`config.mk`:
```
export PLATFORM = sky130hd
export DESIGN_NAME = dvd_dual_word
export DESIGN_NICKNAME = d
export VERILOG_FILES = /design/src/rtl/dvd_pkg.sv /design/src/rtl/dvd_rst_sync.sv /design/src/rtl/dvd_word_hold.sv /design/src/rtl/dvd_down_counter.sv /design/src/rtl/dvd_tc_retime.sv /design/src/rtl/dvd_dual_word.sv
export SDC_FILE = /design/constraint.sdc
export NUM_CORES = 1
export LEC_CHECK = 0
export ABC_AREA = 1
export ABC_CLOCK_PERIOD_IN_PS = 1000
export BUFFER_PORTS_ARGS = -buffer_cell sky130_fd_sc_hd__buf_2
export CAP_MARGIN = 30
export CORE_MARGIN = 2
export CORE_UTILIZATION = 37
export DETAILED_ROUTE_END_ITERATION = 12
export REMOVE_ABC_BUFFERS = 1
export SLEW_MARGIN = 20
export SYNTH_ARGS = -nofsm -noshare
export SYNTH_HDL_FRONTEND = slang
export SYNTH_HIERARCHICAL = 1
export SYNTH_SLANG_ARGS = --single-unit
```
`constraint.sdc`:
```
create_clock -name clk -period 1 [get_ports clk]
set_clock_uncertainty 0.2 [all_clocks]
set_input_delay 0.3 -clock clk [delete_from_list [all_inputs] [get_ports clk]]
set_output_delay 0.3 -clock clk [all_outputs]
set_load 0.1 [all_outputs]
```
`src/rtl/dvd_pkg.sv`:
```
package dvd_pkg;
  localparam int unsigned DVD_WORD_W = 8;
  localparam int unsigned DVD_NUM_WORDS = 2;

  typedef enum logic {
    DVD_PICK_A = 1'b0,
    DVD_PICK_B = 1'b1
  } dvd_pick_e;
endpackage

```
`src/rtl/dvd_rst_sync.sv`:
```
module dvd_rst_sync #(
  parameter int unsigned STAGES = 2
) (
  input  logic clk,
  input  logic rst_n,
  output logic rst_n_sync
);
  logic [STAGES-1:0] chain_q;
  logic [STAGES-1:0] chain_d;

  always_comb begin
    chain_d = {chain_q[STAGES-2:0], 1'b1};
  end

  always_ff @(posedge clk or negedge rst_n) begin
    if (!rst_n) chain_q <= '0;
    else        chain_q <= chain_d;
  end

  assign rst_n_sync = chain_q[STAGES-1];
endmodule

```
`src/rtl/dvd_word_hold.sv`:
```
module dvd_word_hold #(
  parameter int unsigned W = 8
) (
  input  logic         clk,
  input  logic         rst_n,
  input  logic         load,
  input  logic [W-1:0] din,
  output logic [W-1:0] q
);
  logic [W-1:0] hold_q;
  logic [W-1:0] hold_d;

  always_comb begin
    hold_d = load ? din : hold_q;
  end

  always_ff @(posedge clk or negedge rst_n) begin
    if (!rst_n) hold_q <= '0;
    else        hold_q <= hold_d;
  end

  assign q = hold_q;
endmodule

```
`src/rtl/dvd_down_counter.sv`:
```
module dvd_down_counter
  import dvd_pkg::*;
#(
  parameter int unsigned W = 8
) (
  input  logic         clk,
  input  logic         rst_n,
  input  logic         en,
  input  dvd_pick_e    pick,
  input  logic [W-1:0] word_a,
  input  logic [W-1:0] word_b,
  output logic [W-1:0] cnt,
  output logic         at_zero
);
  logic [W-1:0] cnt_q;
  logic [W-1:0] cnt_d;
  logic [W-1:0] reload_word;

  always_comb begin
    reload_word = (pick == DVD_PICK_B) ? word_b : word_a;
    cnt_d = cnt_q;
    if (en) begin
      if (cnt_q == '0) cnt_d = reload_word;
      else             cnt_d = cnt_q - 1'b1;
    end
  end

  always_ff @(posedge clk or negedge rst_n) begin
    if (!rst_n) cnt_q <= '0;
    else        cnt_q <= cnt_d;
  end

  assign cnt     = cnt_q;
  assign at_zero = (cnt_q == '0);
endmodule

```
`src/rtl/dvd_tc_retime.sv`:
```
module dvd_tc_retime (
  input  logic clk,
  input  logic rst_n,
  input  logic en,
  input  logic at_zero,
  output logic tc
);
  logic tc_q;
  logic tc_d;

  always_comb begin
    tc_d = en ? at_zero : tc_q;
  end

  always_ff @(posedge clk or negedge rst_n) begin
    if (!rst_n) tc_q <= 1'b0;
    else        tc_q <= tc_d;
  end

  assign tc = tc_q;
endmodule

```
`src/rtl/dvd_dual_word.sv`:
```
module dvd_dual_word
  import dvd_pkg::*;
#(
  parameter int unsigned W         = DVD_WORD_W,
  parameter int unsigned SYNC_DEPTH = 2
) (
  input  logic         clk,
  input  logic         rst_n,
  input  logic         ce,
  input  logic         sel,
  input  logic         ld_a,
  input  logic [W-1:0] word_a,
  input  logic         ld_b,
  input  logic [W-1:0] word_b,
  output logic         tc
);
  localparam int unsigned NW = DVD_NUM_WORDS;

  logic                  rst_n_int;
  logic [NW-1:0]         ld_vec;
  logic [NW-1:0][W-1:0]  word_vec;
  logic [NW-1:0][W-1:0]  hold_vec;
  logic [W-1:0]          hold_a;
  logic [W-1:0]          hold_b;
  logic [W-1:0]          cnt;
  logic                  at_zero;
  dvd_pick_e             pick;

  dvd_rst_sync #(.STAGES(SYNC_DEPTH)) u_rst_sync (
    .clk        (clk),
    .rst_n      (rst_n),
    .rst_n_sync (rst_n_int)
  );

  assign ld_vec   = {ld_b, ld_a};
  assign word_vec = {word_b, word_a};

  for (genvar i = 0; i < NW; i++) begin : g_hold
    dvd_word_hold #(.W(W)) u_hold (
      .clk   (clk),
      .rst_n (rst_n_int),
      .load  (ld_vec[i]),
      .din   (word_vec[i]),
      .q     (hold_vec[i])
    );
  end

  assign hold_a = hold_vec[0];
  assign hold_b = hold_vec[1];
  assign pick   = sel ? DVD_PICK_B : DVD_PICK_A;

  dvd_down_counter #(.W(W)) u_cnt (
    .clk     (clk),
    .rst_n   (rst_n_int),
    .en      (ce),
    .pick    (pick),
    .word_a  (hold_a),
    .word_b  (hold_b),
    .cnt     (cnt),
    .at_zero (at_zero)
  );

  dvd_tc_retime u_tc (
    .clk     (clk),
    .rst_n   (rst_n_int),
    .en      (ce),
    .at_zero (at_zero),
    .tc      (tc)
  );
endmodule

```
== Word-level counts from Yosys, hierarchy flattened ==
Index checks and enable logic that the tools add are counted.

* Flip-flop bits (word level): 27
* Bits in latches: 0
* Bits in writable memories: 0
* ROM bits: 0
* Input port bits: 22
* Output and inout bits: 1
* Logic and storage cells: 10
* Memories kept: 0

* $add $sub $neg: 1
* Multipliers: 0
* Div/mod/pow operators: 0
* Magnitude comparators: 0
* Equal/unequal tests: 0
* Shift operators: 0
* Muxes and demuxes: 3
* Bitwise gates (word level): 0
* Reduce and logical (&&, ||, !) cells: 1

{| class="wikitable"
|+ Operator list
! cell !! number
|-
| $mux 8 || 2
|-
| $logic_not 8->1 || 1
|-
| $sub 8x1->8 const B || 1
|-
| $mux 1 || 1
|}

== Logic depth before layout (Yosys ltp) ==
Gate-level depths: netlist of the first run.

* Word-level depth: 3
* Gate-level depth with buffers: 8
* Gate-level depth less buffers: 8

== By module ==
Netlist of the first run, hierarchy kept.

{| class="wikitable"
|+ By module, submodules not included
! module !! instances !! cells an instance !! area an instance (um^2) !! seq. area each (um^2)
|-
| dvd_down_counter || 1 || 103 || 703.2 || 200.2
|-
| dvd_word_hold || 2 || 34 || 305.3 || 200.2
|-
| dvd_rst_sync || 1 || 3 || 53.8 || 50.0
|-
| dvd_tc_retime || 1 || 5 || 40.0 || 25.0
|}

== Worst setup path after synthesis of the first run ==
No wires, ideal clock.

* Path kind: reg2reg
* From: register u_cnt.cnt_q[0], in the netlist u_cnt/cnt[0]
* To: register u_cnt.cnt_q[0], in the netlist u_cnt/cnt[0]
* Setup time: 0.125 ns
* Arrival: 1.190 ns
* Required time: 0.675 ns
* Path slack: -0.516 ns
* Cell stages (with the launch flop): 8
* Path buffers: 0
* Period minus slack after synthesis: 1.516 ns
* Path through: dfrtp_1 > inv_1 > ha_1 > nand3_2 > nor2_8 > nand3_1 > nand3_1 > o21ai_1

* Longest elaborated chain between the ends: 2
* Elaborated cells on any way between the ends: 3
* Classes of those cells: add/sub (1); mux (1); reduce/logical (1)

{| class="wikitable"
|+ RTL lines
! element !! line !! source
|-
| start: declaration || dvd_down_counter.sv:15 || <nowiki>logic [W-1:0] cnt_q;</nowiki>
|-
| start signal: assignment || dvd_down_counter.sv:30 || <nowiki>else cnt_q <= cnt_d;</nowiki>
|-
| $logic_not 8->1 || - ||
|-
| net at_zero || dvd_dual_word.sv:26 || <nowiki>logic at_zero;</nowiki>
|-
| $mux 8 || dvd_down_counter.sv:23 || <nowiki>if (cnt_q == '0) cnt_d = reload_word;</nowiki>
|}

The timed path passes the listed nets, and every way through them passes these cells.
A chain may end at the register's enable or synchronous reset.

== Worst setup path in the final report of the first run ==
* From: register u_cnt.cnt_q[0], in the netlist u_cnt/cnt[0]
* To: register u_cnt.cnt_q[3], in the netlist u_cnt/cnt[3]

Same word-level chain as after synthesis.

==> results_dict.tcl, run 1 <==
set metrics [dict create \
    status "finished, violations left" \
    violations "negative setup slack" \
    final_core_util_pct 51.6 \
    wl_met2_mm 1.46 \
    cp_cell_sequence "inv_2 > ha_4 > nand3_4 > nor2_8 > nand3_2 > nand3_2 > o21ai_2" \
    setup_viol 10 \
    layout_min_cycle_time_ns 1.47 \
    crit_path_start_kind "register" \
    synthCells 179 \
    h-tree-depth 1 \
    wire_per_inst_um 10.9 \
    yosysMostFrequentCell "nand2_1" \
    dpl.hpwl_mm 2.17 \
    path_common_cell "nand3_2" \
    syn_to_final_growth_pct 34.1 \
    post-synth-top-area-fraction_pct 48.0 \
    setup_slack_ns -0.470 \
    period_share_pct 147 \
    power_leakage_nw 1.04 \
    detail-route-antenna-nets 0 \
    top_layer_used "met3" \
    num_vias 1217 \
    synth_top_area_cell "dfrtp_1" \
    min_path_type "register to asynchronous set/reset pin" \
    slew_viol_final 0 \
    final_nets 250 \
    antenna_found_initial 0 \
    wirelength_met1_mm 1.44 \
    rows 22 \
    grt_pass1_vias 1221 \
    grt_overflow 0 \
    synth-edff-count 0 \
    cp_slowest_cell "dfrtp_1" \
    placed_cell_area_mm2 0.00173 \
    syn_area_mm2 0.00141 \
    synth_commonest_cells "87 x nand2_1, 27 x dfrtp_1, 11 x inv_1, 11 x nand3_1, 7 x nor2_1" \
    cts_root_buf "clkbuf_8" \
    cts_tree "done" \
    reg2reg_to "u_cnt/cnt[3]$_DFFE_PN0P_" \
    crit_path_max_incr_delay_ns 0.40 \
    cts_made_buffers 3 \
    p_clk_share_pct 17.0 \
    grt_max_degree 26 \
    critical_path.top_delay_family "simple AND/OR/NAND/NOR gates" \
    pwr_density_cell_mw_per_mm2 1980 \
    die_h_um 65.7 \
    drive_gt1_share_pct 35.1 \
    place.gp.congestion 0.816 \
    worstPathArrival_ns 1.45 \
    final_cells 273 \
    seqPwrFrac_pct 39.2 \
    port_buffers 22 \
    wl_met3_um 73 \
    yosys_warnings 6 \
    holdWs_ns 0.0130 \
    synth_flop_cell "dfrtp_1" \
    clock_latency_ns 0.27 \
    track_usage_pct 16.1 \
    required_ns 0.98 \
    drc 0 \
    worstPathMaxFanout 5 \
    placedCellCount 266 \
    seq_area_frac_synth_pct 48.0 \
    clockBufferDepth 2 \
    internal-power_mw 2.35 \
    r2r-start "u_cnt/cnt[0]$_DFFE_PN0P_" \
    grt_pass1_wl_mm 5.38 \
    diodes 0 \
    swShare_pct 37.0 \
    first_pass_iters 4 \
    wl_mm 2.97 \
    viasPerCell 4.46 \
    crit_type "register to register" \
    drt_iter0_drc 44 \
    drv_cap 0 \
    synth-seq-cells 27 \
    rsz0062_at_grt "true" \
    power_switching_mw 1.38 \
    clock-sinks 27 \
    stdcell_area_mm2 0.00189 \
    async_flop_share_pct 100 \
    crit_buf_inv 1 \
    io_pins 23 \
    end_kind "register" \
    syn_avg_cell_area_um2 7.86 \
    core_mm2 0.00366 \
    die-area_mm2 0.00431 \
    synth.distinct_cells 25 \
    power_frac_comb_pct 43.8 \
    synth_area_leaders "dfrtp_1 48%, nand2_1 23%, nand3_1 3.9%" \
    die_x_um 65.7 \
    vdd_drop_max_mv 0.877 \
    final-hold-violation-count 0 \
    start_util_pct 38.4 \
    reg2regPathDepth 7 \
    r2r_setup_slack_ns -0.47 \
    clock.fmax_mhz 681 \
    clkSlewWorstSetupHoldPaths_ns 0.10 \
]
==> power by group through the flow <==
stage	clock [mW]	sequential, mW	combinational (mW)
3_3_place_gp	0	1.47	1.39
4_1_cts	0.646	1.46	1.57
6_report	0.636	1.46	1.64
3_5_place_dp	0	1.47	1.39
2_1_floorplan	0	1.49	0.767
5_1_grt	0.698	1.50	1.81
==> worst max path at each step <==
stage	start	to	slack, ns	cells past startpoint
detailed placement	u_cnt/cnt[0]$_DFFE_PN0P_	u_cnt/cnt[2]$_DFFE_PN0P_	-0.53	6
floorplan	u_cnt/cnt[0]$_DFFE_PN0P_	u_cnt/cnt[0]$_DFFE_PN0P_	-0.52	7
CTS	u_cnt/cnt[0]$_DFFE_PN0P_	u_cnt/cnt[3]$_DFFE_PN0P_	-0.43	7
global placement	u_cnt/cnt[0]$_DFFE_PN0P_	u_cnt/cnt[2]$_DFFE_PN0P_	-0.51	6
finish	u_cnt/cnt[0]$_DFFE_PN0P_	u_cnt/cnt[3]$_DFFE_PN0P_	-0.47	7
global route	u_cnt/cnt[0]$_DFFE_PN0P_	u_cnt/cnt[3]$_DFFE_PN0P_	-0.54	7
==> per-layer routing <==
layer | up-vias | global-route usage (%)
li1 | 646 | -
met1 | 551 | 21.3
met3 | 0 | 2.23
met4 | 0 | 3.13
met5 | - | 0
met2 | 20 | 28.2
==> registers in the layout, indices dropped and copies added (netlist names) <==
signal,count
u_tc/tc,1
g_hold.u_hold/q,16
u_cnt/cnt,8
u_rst_sync/chain_q,2
==> cell usage in the layout (no fill, tap or decap), types with 2 or more instances in the layout <==
cell type  Yosys  final
inv_2          2      5
buf_2          2     21
o21ai_1        4      5
nand2_4        2      2
nor2_4         1      3
buf_4          0     19
nor2_1         7      6
buf_12         0      2
a21oi_2        3      4
buf_6          2      2
dfrtp_1       27     27
a21oi_1        3      2
nand2_1       87     86
ha_4           0      2
clkbuf_8       0      3
nand3_2        3      7
nand3_1       11      6
inv_1         11      8
==> logic make-up after synthesis <==
| family | synth area share, % |
|---|---|
| AOI/OAI and AO/OA | 6.31 |
| DFF | 48.0 |
| xor gates and xnor gates | 0.622 |
| adders and majority gates | 1.78 |
| other | 0.266 |
| and+or+nand+nor | 36.8 |
| buffers and inverters | 6.22 |
==> per-stage QoR <==
stage	power, mW	setup WS, ns	setup TNS, ns
6_report	3.73	-0.470	-4.41
5_1_grt	4.01	-0.536	-5.01
4_1_cts	3.67	-0.430	-4.14
3_5_place_dp	2.86	-0.534	-4.49
3_3_place_gp	2.86	-0.515	-4.29
2_1_floorplan	2.26	-0.516	-4.86
==> layout make-up <==
cell class	instances	area [µm²]
Fill cell	348	1770
Sequential cell	27	676
Multi-Input combinational cell	135	731
Tap cell	48	60.1
Clock buffer	3	41.3
Clock inverter	1	5.00
Timing Repair Buffer	45	320
Inverter	14	55.1
==> timing repair <==
action	in CTS	in global routing
endpoints found under the setup margin	10	10
cloned	1	0
gates resized for setup	16	6
pin swaps	6	6
endpoints found under the hold margin	2	0
buffers inserted	1	0
hold buffers	1	0
(Power assumes the default switching activity.)
==> run 2, diff against run 1 <==
==> constraint.sdc (replaced) <==
create_clock -name clk -period 1 [get_ports clk]
set_clock_uncertainty 0.2 [all_clocks]
set_input_delay 0.15 -clock clk [delete_from_list [all_inputs] [get_ports clk]]
set_output_delay 0.15 -clock clk [all_outputs]
set_load 0.1 [all_outputs]
==> run 2 against run 1 <==
The flow finishes with violations (negative hold slack, negative setup slack). Register-to-register slack is essentially flat. Sequential share of layout area shrank 2.8 points. Via count up 6.8%. Worst setup slack barely moved. Core utilization increased by 4.4 points. First-iteration DRC count rose by 25%. Global-route usage up 1.2 points. Critical path depth unchanged. Clock power decreased by 0.8%. Combinational power increased by 3%. Non-clock buffer count up 16. Largest cell class unchanged. Largest power group unchanged. Highest routed layer is now met4.
==> results_dict.tcl, run 2 (same netlist as run 1, synthesis figures left out) <==
set metrics [dict create \
    status "finished, violations left" \
    violations "negative hold slack, negative setup slack" \
    final-hold-violation-count 18 \
    min_from "ld_b" \
    num_vias 1300 \
    detail-route-antenna-nets 0 \
    crit_path_start_kind "register" \
    period_share_pct 147 \
    drc 0 \
    grt_pass1_vias 1327 \
    worstPathArrival_ns 1.45 \
    diodes 0 \
    track_usage_pct 17.4 \
    wl_mm 3.23 \
    dpl.hpwl_mm 2.17 \
    antenna_found_initial 0 \
    placed_cell_area_mm2 0.00173 \
    grt_max_degree 26 \
    clock.fmax_mhz 681 \
    placedCellCount 266 \
    reg2reg_to "u_cnt/cnt[3]$_DFFE_PN0P_" \
    slew_viol_final 0 \
    stdcell_area_mm2 0.00205 \
    holdWs_ns -0.0309 \
    whs_path_depth 3 \
    cp_slowest_cell "dfrtp_1" \
    setup_viol 10 \
    clkSlewWorstSetupHoldPaths_ns 0.10 \
    clock_latency_ns 0.27 \
    path_common_cell "nand3_2" \
    power_leakage_nw 1.10 \
    setup_slack_ns -0.469 \
    min_path_type "input pin to register" \
    cp_cell_sequence "inv_2 > ha_4 > nand3_4 > nor2_8 > nand3_2 > nand3_2 > o21ai_2" \
    end_kind "register" \
    layout_min_cycle_time_ns 1.47 \
    crit_type "register to register" \
    final_nets 266 \
    r2r-start "u_cnt/cnt[0]$_DFFE_PN0P_" \
    final_common_cell "nand2_1" \
    required_ns 0.98 \
    r2r_setup_slack_ns -0.47 \
    finalSetupTns_ns -4.27 \
    clock-sinks 27 \
    clockBufferDepth 2 \
    wire_per_inst_um 11.2 \
    fillers 317 \
    h-tree-depth 1 \
    first_pass_iters 4 \
    largest_register_ffs 16 \
    io_pins 23 \
    viasPerCell 4.50 \
    rows 22 \
    pwr_density_cell_mw_per_mm2 1850 \
    crit_path_max_incr_delay_ns 0.40 \
    worstPathMaxFanout 5 \
    reg2regPathDepth 7 \
    cts_made_buffers 3 \
    holdBufCountCts 17 \
    grt_pass1_wl_mm 5.78 \
    die_h_um 65.7 \
    crit_path_start "u_cnt/cnt[0]$_DFFE_PN0P_" \
    place.gp.congestion 0.816 \
    drv_cap 0 \
    final_cells 289 \
    vdd_drop_max_mv 0.882 \
    port_buffers 22 \
    worstHoldEndpoint "g_hold[1].u_hold/q[1]$_DFFE_PN0P_" \
    drive_gt1_share_pct 32.8 \
    rsz0062_at_grt "true" \
    start_util_pct 38.4 \
    die_x_um 65.7 \
    cts_root_buf "clkbuf_8" \
    syn_to_final_growth_pct 45.5 \
    grt_overflow 0 \
    dp_worst_setup_slack_ns -0.534 \
    die-area_mm2 0.00431 \
    drt_iter0_drc 55 \
    mostFrequentLayoutCells "86 x nand2_1, 27 x dfrtp_1, 21 x buf_2" \
    core_mm2 0.00366 \
    cts_tree "done" \
]
run 2: stage by stage:
step | power (mW) | util [%]
6_report | 3.78 | 55.9
5_1_grt | 4.06 | 55.9
4_1_cts | 3.72 | 55.3
3_5_place_dp | 2.86 | 47.3
3_3_place_gp | 2.86 | 47.3
2_1_floorplan | 2.26 | -
run 2: worst max path at each step:
stage                     depth (start not counted)  slack, ns                  endpoint
after floorplan                                   7      -0.52  u_cnt/cnt[0]$_DFFE_PN0P_
after global placement                            6      -0.51  u_cnt/cnt[2]$_DFFE_PN0P_
after detailed placement                          6      -0.53  u_cnt/cnt[2]$_DFFE_PN0P_
after CTS                                         7      -0.43  u_cnt/cnt[3]$_DFFE_PN0P_
after global routing                              7      -0.54  u_cnt/cnt[3]$_DFFE_PN0P_
final                                             7      -0.47  u_cnt/cnt[3]$_DFFE_PN0P_
run 2: area by class of cell:
type	instances	area, µm²	area share (%)
repair buffers	61	480	23.5
multi-input cells	135	731	35.7
clock inverters	1	5.00	0.244
flip-flops and latches	27	676	33.0
well taps	48	60.1	2.93
inverters	14	55.1	2.69
clock buffers	3	41.3	2.02
run 2: timing repair:
item,CTS,global route
resized for setup,16,6
setup buffers,1,0
gates cloned,1,0
pin swaps,6,6
setup endpoints to repair,10,10
hold endpoints to repair,18,8
run 2: per-layer routing:
layer  track usage (%)  vias to the layer above  part of all wire (%)
li1                  -                      678                     -
met1              22.0                      594                    46
met2              31.3                       26                    51
met3              2.23                        2                   2.4
met4              3.91                        0                  0.59
met5                 0                        -                     0
run 2: critical path: cells and delay by family (launching register included):
kind                       cells  cell delay [ns]
AOI/OAI and AO/OA              1             0.05
adders and majority gates      1             0.15
DFF                            1             0.40
and+or+nand+nor                4             0.48
buffers and inverters          1             0.10
run 2: power breakdown:
| group | switching (mW) | total (mW) | internal (mW) |
|---|---|---|---|
| combinational | 0.863 | 1.69 | 0.825 |
| sequential | 0.173 | 1.46 | 1.29 |
| clock | 0.352 | 0.631 | 0.279 |
| total | 1.39 | 3.78 | 2.39 |
==> run 3, diff against run 2 <==
--- a/config.mk
+++ b/config.mk
@@ -9,9 +9,12 @@
 export ABC_CLOCK_PERIOD_IN_PS = 1000
 export BUFFER_PORTS_ARGS = -buffer_cell sky130_fd_sc_hd__buf_2
 export CAP_MARGIN = 30
+export CELL_PAD_IN_SITES_DETAIL_PLACEMENT = 1
+export CELL_PAD_IN_SITES_GLOBAL_PLACEMENT = 2
 export CORE_MARGIN = 2
-export CORE_UTILIZATION = 37
+export CORE_UTILIZATION = 29
 export DETAILED_ROUTE_END_ITERATION = 12
+export PLACE_DENSITY_LB_ADDON = 0.1
 export REMOVE_ABC_BUFFERS = 1
 export SLEW_MARGIN = 20
 export SYNTH_ARGS = -nofsm -noshare
==> run 3 against run 2 <==
The run still ends with negative hold slack, negative setup slack left. Cell count grew 3.1%. Sequential cell count did not move. Power rose by 3.6%. Die area up 26%. First-iteration DRC count is 71% lower. Register-to-register slack lost 0.02 ns. Largest cell class unchanged.
==> results_dict.tcl, run 3 (same netlist as run 1, synthesis figures left out) <==
set metrics [dict create \
    status "finished, violations left" \
    violations "negative hold slack, negative setup slack" \
    setup_viol 10 \
    p_clk_share_pct 17.5 \
    clkSlewWorstSetupHoldPaths_ns 0.11 \
    io_pins 23 \
    setup_slack_ns -0.485 \
    antenna_found_initial 0 \
    final-hold-violation-count 17 \
    cts_made_buffers 3 \
    period_share_pct 148 \
    worstPathArrival_ns 1.46 \
    drt_iter0_drc 16 \
    detail-route-antenna-nets 0 \
    wire_per_inst_um 13.2 \
    swShare_pct 37.5 \
    num_vias 1344 \
    dpl.hpwl_mm 2.89 \
    cts_tree "done" \
    required_ns 0.97 \
    drive_gt1_share_pct 33.2 \
    pwr_density_cell_mw_per_mm2 1890 \
    rsz0062_at_grt "true" \
    mostFrequentLayoutCells "85 x nand2_1, 27 x dfrtp_1, 22 x buf_4" \
    vdd_drop_max_mv 1.04 \
    core_mm2 0.00469 \
    worstPathMaxFanout 8 \
    power_frac_comb_pct 45.1 \
    h-tree-depth 1 \
    placed_cell_area_mm2 0.00176 \
    min_path_type "input pin to register" \
    rows 25 \
    stdcell_area_mm2 0.00207 \
    clock.fmax_mhz 674 \
    die_x_um 73.7 \
    power_mw 3.92 \
    clock_latency_ns 0.29 \
    diodes 0 \
    holdBufCountCts 17 \
    final_common_cell "nand2_1" \
    crit_path_start_kind "register" \
    track_usage_pct 16.8 \
    start_util_pct 30.0 \
    final_nets 269 \
    port_buffers 22 \
    layout_min_cycle_time_ns 1.48 \
    syn_to_final_growth_pct 47.1 \
    drv_cap 0 \
    largest_register_ffs 16 \
    grt_overflow 0 \
    grt_pass1_vias 1466 \
    power_switching_mw 1.47 \
    crit_type "register to register" \
    holdWs_ns -0.0426 \
    internal-power_mw 2.45 \
    grt_pass1_wl_mm 6.84 \
    grt_max_degree 26 \
    clock-sinks 27 \
    end_kind "register" \
    cts_root_buf "clkbuf_8" \
    die-area_mm2 0.00543 \
    seqPwrFrac_pct 37.4 \
    wl_mm 3.94 \
    drc 0 \
    power_leakage_nw 1.11 \
    place.gp.congestion 0.818 \
    first_pass_iters 4 \
    slew_viol_final 0 \
    die_h_um 73.7 \
    viasPerCell 4.51 \
    clockBufferDepth 2 \
]
[run 3: cell types whose count changed in the layout (fill, tap and decap cells not counted), sizes merged]
cell and change:
clkinv -1, buf +3, inv +1
[run 3: power by group through the flow]
| stage | clock network [mW] | registers [mW] | logic [mW] |
|---|---|---|---|
| floorplan | 0 | 1.49 | 0.767 |
| global placement | 0 | 1.46 | 1.47 |
| detailed placement | 0 | 1.48 | 1.51 |
| CTS | 0.719 | 1.47 | 1.75 |
| global route | 0.760 | 1.50 | 1.97 |
| finish | 0.685 | 1.47 | 1.77 |
[run 3: what timing repair did]
action | 4_1_cts | 5_1_grt
buffers inserted | 1 | 0
resized for setup | 17 | 4
endpoints found under the setup margin | 10 | 10
hold endpoints to repair | 18 | 17
pin swaps | 7 | 3
cloned | 1 | 0
[run 3: path summary, 6_finish.rpt]
path                                                       from                                 to  cells after the start  slack, ns
worst max-delay path                   u_cnt/cnt[1]$_DFFE_PN0P_           u_cnt/cnt[3]$_DFFE_PN0P_                      7      -0.48
worst min register to register  u_rst_sync/chain_q[1]$_DFF_PN0_  g_hold[1].u_hold/q[3]$_DFFE_PN0P_                      1          0
worst max register to register         u_cnt/cnt[1]$_DFFE_PN0P_           u_cnt/cnt[3]$_DFFE_PN0P_                      7      -0.48
min in group asynchronous                                 rst_n    u_rst_sync/chain_q[1]$_DFF_PN0_                      2      -0.03
worst min-delay path                                       ld_a  g_hold[0].u_hold/q[2]$_DFFE_PN0P_                      3      -0.04
max in group asynchronous       u_rst_sync/chain_q[1]$_DFF_PN0_           u_cnt/cnt[6]$_DFFE_PN0P_                      1       0.43
[run 3: final cells by class]
type	count	area, µm²
fill	578	2620
multi-input combinational	135	719
sequential	27	676
timing repair buffer	64	503
tap	54	67.6
inverter	14	55.1
clock buffer	3	41.3
clock inverter	1	8.76
[run 3: per-stage QoR]
step                hold WS (ns)  TNS, ns  worst slack [ns]  std cells  util [%]
floorplan                 -0.346    -4.71            -0.516        175         -
global placement          -0.265    -4.13            -0.489        275      37.5
detailed placement        -0.262    -4.81            -0.578        275      37.5
CTS                      -0.0524    -4.44            -0.480        298      43.9
global route             -0.0457    -5.22            -0.574        298      44.1
finish                   -0.0426    -4.44            -0.485        298      44.1
[run 3: layer usage]
layer / part of all wire (%) / global-route usage (%) / wire, µm / vias to the layer above
met5: 0 / 0 / 0 / -
met4: 1.0 / 4.24 / 40 / 0
met3: 2.2 / 3.29 / 85 / 4
met2: 54 / 31.3 / 2130 / 18
met1: 43 / 19.6 / 1680 / 636
li1: - / - / - / 686
[run 3: worst max-delay path, stage by stage (launching register included)]
cell,delay [ns]
dfrtp_1,0.41
inv_2,0.11
ha_4,0.15
nand3_4,0.11
inv_2,0.10
nand2_4,0.10
a21oi_2,0.13
o21ai_1,0.06
